==> config.mk <==
export PLATFORM = sky130hd
export DESIGN_NAME = wdog_keyed
export DESIGN_NICKNAME = d
export VERILOG_FILES = /design/src/rtl/wdog_pkg.sv /design/src/rtl/wdog_unlock.sv /design/src/rtl/wdog_counter.sv /design/src/rtl/wdog_keyed.sv
export SDC_FILE = /design/constraint.sdc
export NUM_CORES = 1
export LEC_CHECK = 0
export BUFFER_PORTS_ARGS = -buffer_cell sky130_fd_sc_hd__buf_2
export CORE_AREA = 2 2 99 101
export DETAILED_ROUTE_END_ITERATION = 7
export DIE_AREA = 0 0 101 103
export PLACE_DENSITY = 0.88
export SETUP_SLACK_MARGIN = 0.05
export SKIP_CTS_REPAIR_TIMING = 1
export SKIP_LAST_GASP = 1
export SLEW_MARGIN = 10
export SYNTH_ARGS = -nofsm -noshare
export SYNTH_HDL_FRONTEND = slang
export SYNTH_SLANG_ARGS = --single-unit
==> constraint.sdc <==
create_clock -name clk -period 4.6 [get_ports clk]
set_clock_uncertainty 0.05 [all_clocks]
set_input_delay 0.92 -clock clk [delete_from_list [all_inputs] [get_ports clk]]
set_output_delay 0.92 -clock clk [all_outputs]
set_load 0.1 [all_outputs]
==> src/rtl/wdog_pkg.sv <==
package wdog_pkg;
  localparam logic [31:0] UNLOCK_KEY = 32'hF1D0_DEAD;
  localparam logic [7:0]  OFF_COUNT  = 8'h00;
  localparam logic [7:0]  OFF_THRESH = 8'h04;
  localparam logic [7:0]  OFF_ENABLE = 8'h08;
  localparam logic [7:0]  OFF_UNLOCK = 8'h0C;
  localparam logic [7:0]  OFF_STATUS = 8'h10;
  localparam int          WARN_BIT   = 8;
  localparam int          EXPIRE_BIT = 9;
endpackage

==> src/rtl/wdog_unlock.sv <==
module wdog_unlock #(
  parameter int DATA_W = 32
) (
  input  logic              clk,
  input  logic              rst,
  input  logic              we,
  input  logic              hit_unlock,
  input  logic [DATA_W-1:0] wdata,
  output logic              armed
);
  import wdog_pkg::*;

  logic key_ok;
  assign key_ok = hit_unlock && (wdata == DATA_W'(UNLOCK_KEY));

  always_ff @(posedge clk) begin
    if (rst)     armed <= 1'b0;
    else if (we) armed <= key_ok;
  end


  one_shot_chk: assert property (@(posedge clk) disable iff (rst)
    (we && !hit_unlock) |=> !armed);


  arm_chk: assert property (@(posedge clk) disable iff (rst)
    (we && hit_unlock && wdata == DATA_W'(UNLOCK_KEY)) |=> armed);
endmodule

==> src/rtl/wdog_counter.sv <==
module wdog_counter #(
  parameter int CNT_W = 32
) (
  input  logic             clk,
  input  logic             rst,
  input  logic             tick,
  input  logic             load,
  input  logic [CNT_W-1:0] load_val,
  input  logic             thr_we,
  input  logic [CNT_W-1:0] thr_val,
  input  logic             en_we,
  input  logic             en_val,
  input  logic             clr_we,
  input  logic [1:0]       clr_mask,
  output logic [CNT_W-1:0] cnt,
  output logic [CNT_W-1:0] thr,
  output logic             en,
  output logic             warn,
  output logic             expire
);
  logic             step;
  logic [CNT_W-1:0] cnt_next;
  logic             warn_set, exp_set;

  assign step     = en && tick && !load && (cnt != '0);
  assign cnt_next = cnt - 1'b1;
  assign warn_set = step && (thr != '0) && (cnt_next == thr);
  assign exp_set  = step && (cnt_next == '0);

  always_ff @(posedge clk) begin
    if (rst) begin
      cnt    <= '0;
      thr    <= '0;
      en     <= 1'b0;
      warn   <= 1'b0;
      expire <= 1'b0;
    end else begin
      if (load)        cnt <= load_val;
      else if (step)   cnt <= cnt_next;
      if (thr_we)      thr <= thr_val;
      if (en_we)       en  <= en_val;
      warn   <= warn_set | (warn   & ~(clr_we & clr_mask[0]));
      expire <= exp_set  | (expire & ~(clr_we & clr_mask[1]));
    end
  end


  decrement_chk: assert property (@(posedge clk) disable iff (rst)
    (en && tick && !load && cnt != '0) |=> (cnt == $past(cnt) - 1'b1));


  stopped_chk: assert property (@(posedge clk) disable iff (rst)
    (!en && !load) |=> $stable(cnt));


  reload_chk: assert property (@(posedge clk) disable iff (rst)
    load |=> (cnt == $past(load_val)));


  hold_zero_chk: assert property (@(posedge clk) disable iff (rst)
    (!load && cnt == '0) |=> (cnt == '0));


  expire_set_chk: assert property (@(posedge clk) disable iff (rst)
    (en && tick && !load && cnt == CNT_W'(1)) |=> expire);


  warn_off_chk: assert property (@(posedge clk) disable iff (rst)
    (thr == '0 && !warn) |=> !warn);


  clear_chk: assert property (@(posedge clk) disable iff (rst)
    (clr_we && clr_mask[1] && !(en && tick && !load && cnt == CNT_W'(1))) |=> !expire);
endmodule

==> src/rtl/wdog_keyed.sv <==
module wdog_keyed #(
  parameter int ADDR_W = 5,
  parameter int DATA_W = 32
) (
  input  logic              clk,
  input  logic              rst,
  input  logic              tick,
  input  logic [ADDR_W-1:0] bus_addr,
  input  logic [DATA_W-1:0] bus_wdata,
  input  logic              bus_we,
  output logic [DATA_W-1:0] bus_rdata,
  output logic              irq_warn,
  output logic              irq_expire
);
  import wdog_pkg::*;

  localparam int CNT_W = DATA_W;

  logic hit_cnt, hit_thr, hit_en, hit_unl, hit_stat;
  logic armed, wr_ok;
  logic [CNT_W-1:0] cnt, thr;
  logic en, warn, expire;

  assign hit_cnt  = bus_addr == OFF_COUNT[ADDR_W-1:0];
  assign hit_thr  = bus_addr == OFF_THRESH[ADDR_W-1:0];
  assign hit_en   = bus_addr == OFF_ENABLE[ADDR_W-1:0];
  assign hit_unl  = bus_addr == OFF_UNLOCK[ADDR_W-1:0];
  assign hit_stat = bus_addr == OFF_STATUS[ADDR_W-1:0];
  assign wr_ok    = bus_we && armed && !hit_unl;

  wdog_unlock #(.DATA_W(DATA_W)) u_unlock (
    .clk(clk), .rst(rst), .we(bus_we), .hit_unlock(hit_unl),
    .wdata(bus_wdata), .armed(armed)
  );

  wdog_counter #(.CNT_W(CNT_W)) u_counter (
    .clk(clk), .rst(rst), .tick(tick),
    .load(wr_ok && hit_cnt), .load_val(bus_wdata),
    .thr_we(wr_ok && hit_thr), .thr_val(bus_wdata),
    .en_we(wr_ok && hit_en), .en_val(bus_wdata[0]),
    .clr_we(wr_ok && hit_stat),
    .clr_mask({bus_wdata[EXPIRE_BIT], bus_wdata[WARN_BIT]}),
    .cnt(cnt), .thr(thr), .en(en), .warn(warn), .expire(expire)
  );

  always_ff @(posedge clk) begin
    if (rst) begin
      bus_rdata <= '0;
    end else begin
      bus_rdata <= '0;
      if (hit_cnt) bus_rdata <= cnt;
      if (hit_thr) bus_rdata <= thr;
      if (hit_en)  bus_rdata <= DATA_W'(en);
      if (hit_stat) begin
        bus_rdata[WARN_BIT]   <= warn;
        bus_rdata[EXPIRE_BIT] <= expire;
      end
    end
  end

  assign irq_warn   = warn;
  assign irq_expire = expire;


  no_key_thr_chk: assert property (@(posedge clk) disable iff (rst)
    (bus_we && !armed && !hit_unl) |=> ($stable(thr) && $stable(en)));


  unlock_reads_zero_chk: assert property (@(posedge clk) disable iff (rst)
    hit_unl |=> (bus_rdata == '0));


  irq_follow_chk: assert property (@(posedge clk) disable iff (rst)
    (bus_we && !armed) |=> ($stable(irq_warn) || $rose(irq_warn)));
endmodule

==> reports/qor.csv <==
stage;metric;value;unit
outcome;status;finished clean;
detailed_routing;via_per_inst;6.77;
clock_network;cts.clk_slew.worst_paths;100;ps
yosys;synth_fp_nets;789;
clock_network;cts_max_path_buffers;2;
setup_path;crit_path_end_kind;flop;
clock_network;cts_tree;built;
global_route;grt_pass1_vias;5571;
yosys;synth_edf_count;0;
setup_path;crit_start;u_counter.cnt[1];
power;powerDensity;249;nW/um2
final_layout;final_area;6340;um2
clock_network;htree_num_levels;3;
setup_path;regToRegSetupSlack;880;ps
setup_path;r2r_cells;11;
detailed_routing;drt-total-wl;19.6;mm
setup_path;cp.arrival;4000;ps
sta;relSlewSlack;28.4;%
detailed_routing;drt-wirelength-per-cell;21.8;um
setup_path;crit_end;u_counter.cnt[5];
floorplan;initial_core_util;61.2;%
floorplan;die_w;101;um
final_layout;nNetsFinal;820;
job;maxCapViolations;0;
final_layout;num_antenna_cells;0;
global_route;antenna_found_initial;0;
global_route;grt_pass1_wl;30.2;mm
detailed_routing;drtPass1Iterations;6;
power;vdd_ir_drop_max;172;uV
detailed_routing;vias;6066;
setup_path;required;4880;ps
place;io_buffers;74;
clock_network;root_buffer;clkbuf_8;
yosys;async_flop_share;0;%
sta;fmax;0.269;GHz
final_layout;utilization;67.0;%
sta;period_minus_slack;3720;ps
global_route;grt_overflow;0;
setup_path;critPathMaxFanout;33;
final_layout;final_layout_size_suffix_gt1_share;17.3;%
sta;setup-violations-final;0;
yosys;synth-seq-cells;100;
power;p_leak;2.44;nW
clock_network;clk_latency;390;ps
yosys;avgSynthCellArea;7.77;um2
sta;min_period_over_period;80.9;%
sta;setup_tns;0;ps
place;dp.final_hpwl;14.1;mm
clock_network;cts_sinks;100;
min_path;hold_depth;2;
sta;rsz0062_at_grt;no;
yosys;synth_area;5790;um2
yosys;synth_flop_cell;dfxtp_1;
sta;drv_slew;0;
place;place_congestion;0.984;
yosys;yosysSeqAreaShare;34.6;%
detailed_routing;ant_nets;0;
final_layout;area_delta_synth_final;9.46;%
min_path;hp-class;reg -> reg;
min_path;worstHoldStart;u_counter.thr[4];
floorplan;dieHeight;103;um
clock_network;cts-buffers-inserted;9;
detailed_routing;remaining_drc_errors;0;
place;dp_slack;961;ps
sta;setup_ws;880;ps
global_route;grt_max_degree;50;
yosys;synth_cell_types;70;
global_route;grt_use_total;37.9;%
yosys;syn-instance-count;746;
place;placedInstanceArea;6120;um2
yosys;yosys_warnings;0;
sta;hold_viol;0;
setup_path;crit_path_start_kind;flop;
floorplan;io_pins;75;
floorplan;rows;36;
setup_path;crit_type;reg -> reg;
floorplan;core;9460;um2
detailed_routing;drt_iter0_drc;636;
floorplan;dieArea;10400;um2
sta;tightest_slew;1070;ps
setup_path;r2r-start;u_counter.cnt[1];
setup_path;r2r_end;u_counter.cnt[5];
power;finalPower;0.00158;W
state kept, by name, indices dropped and copies added, names as in the netlist:
register / count
bus_rdata: 32
u_counter.cnt: 32
u_counter.thr: 32
u_counter.en: 1
u_counter.expire: 1
u_counter.warn: 1
u_unlock.armed: 1
critical path, stage by stage, from the launching register on:
cell and delay, ps:
dfxtp_1 390, inv_1 120, ha_1 330, nor3b_4 490, nand4_4 240, or2_1 380, o21ai_2 180, buf_4 370
nand2_1 590, o21ai_0 270, a222oi_1 110, nor2_1 120
stage by stage:
| stage | hold slack, ps | std cells |
|---|---|---|
| 3_3_place_gp | 435 | 880 |
| 6_report | 462 | 896 |
| 5_1_grt | 481 | 896 |
| 4_1_cts | 457 | 896 |
| 2_1_floorplan | 413 | 746 |
| 3_5_place_dp | 443 | 880 |
per-layer routing:
layer	up-vias	track usage (%)	share of wire [%]
met1	2858	50.9	41
li1	2768	-	-
met4	0	15.9	3.7
met2	386	60.5	45
met3	54	6.44	9.8
met5	-	0	0
how the worst min path moves through the flow:
stage                       end  slack, ps
6_report       u_counter.thr[4]        460
5_1_grt        u_counter.thr[4]        480
4_1_cts        u_counter.thr[4]        460
3_5_place_dp   u_counter.thr[4]        440
3_3_place_gp   u_counter.thr[4]        430
2_1_floorplan      u_counter.en        410
where the power goes:
| part | switching (W) | total [W] | leakage, nW | internal, W |
|---|---|---|---|---|
| combinational | 0.0000437 | 0.0000622 | 1.52 | 0.0000185 |
| sequential | 0.000000000000000239 | 0.000865 | 0.805 | 0.000865 |
| clock | 0.000328 | 0.000649 | 0.113 | 0.000321 |
| total | 0.000371 | 0.00158 | 2.44 | 0.00120 |
logic make-up after synthesis:
kind of cell | Yosys count | synth area share, %
AO/OA/AOI/OAI | 179 | 20.4
XOR/XNOR | 48 | 7.26
multiplexers | 3 | 0.518
flip-flops | 100 | 34.6
AND/OR/NAND/NOR | 339 | 31.1
buffers and inverters | 75 | 5.72
adder cells (fa/ha/maj) | 2 | 0.432
layout make-up:
class	instances	area (um2)
clock buffers	10	138
clock inverters	6	86.3
fillers	873	3120
inverters	10	37.5
multi-input cells	571	3480
flip-flops and latches	100	2000
well taps	114	143
repair buffers	85	453
synth_stat cells, drive strengths merged, types with 3 or more instances:
| cell type | instances | area share [%] |
|---|---|---|
| dfxtp | 100 | 35 |
| nand2 | 93 | 6.1 |
| nor2 | 90 | 5.9 |
| a21oi | 58 | 5.0 |
| nor3 | 45 | 4.6 |
| clkbuf | 44 | 2.9 |
| a22oi | 32 | 4.1 |
| o21ai | 30 | 2.6 |
| xnor2 | 30 | 4.5 |
| nor4 | 28 | 4.0 |
| buf | 21 | 2.2 |
| a221oi | 18 | 2.7 |
| xor2 | 18 | 2.7 |
| nand4 | 15 | 2.1 |
| nand3 | 13 | 1.1 |
| inv | 10 | 0.65 |
| or3 | 10 | 1.3 |
| a31oi | 7 | 0.76 |
| and3 | 7 | 0.76 |
| a222oi | 6 | 1.0 |
| nor3b | 6 | 0.97 |
| or2 | 6 | 0.69 |
| nand2b | 5 | 0.54 |
| or4 | 5 | 0.71 |
| a32oi | 3 | 0.45 |
| mux2i | 3 | 0.52 |
| nand3b | 3 | 0.39 |
| nor2b | 3 | 0.32 |
| o2111ai | 3 | 0.45 |
| o31ai | 3 | 0.39 |
| o32ai | 3 | 0.45 |
cells in the final DEF (no fill, tap or decap), drive strengths merged, types with 3 or more instances in the layout:
| cell | instances |
|---|---|
| nor2 | 90 |
| inv | 11 |
| a221oi | 18 |
| nand2 | 93 |
| nand2b | 5 |
| nor3b | 6 |
| clkbuf | 10 |
| nand3b | 3 |
| nor4 | 28 |
| and3 | 7 |
| a222oi | 6 |
| a22oi | 32 |
| a31oi | 7 |
| buf | 85 |
| a32oi | 3 |
| o32ai | 3 |
| or4 | 5 |
| o2111ai | 3 |
| o21ai | 30 |
| xnor2 | 30 |
| xor2 | 18 |
| mux2i | 3 |
| nor3 | 45 |
| nor2b | 3 |
| nand3 | 13 |
| or2 | 6 |
| or3 | 10 |
| dfxtp | 100 |
| a21oi | 58 |
| nand4 | 15 |
| o31ai | 3 |
(Power assumes the default switching activity.)
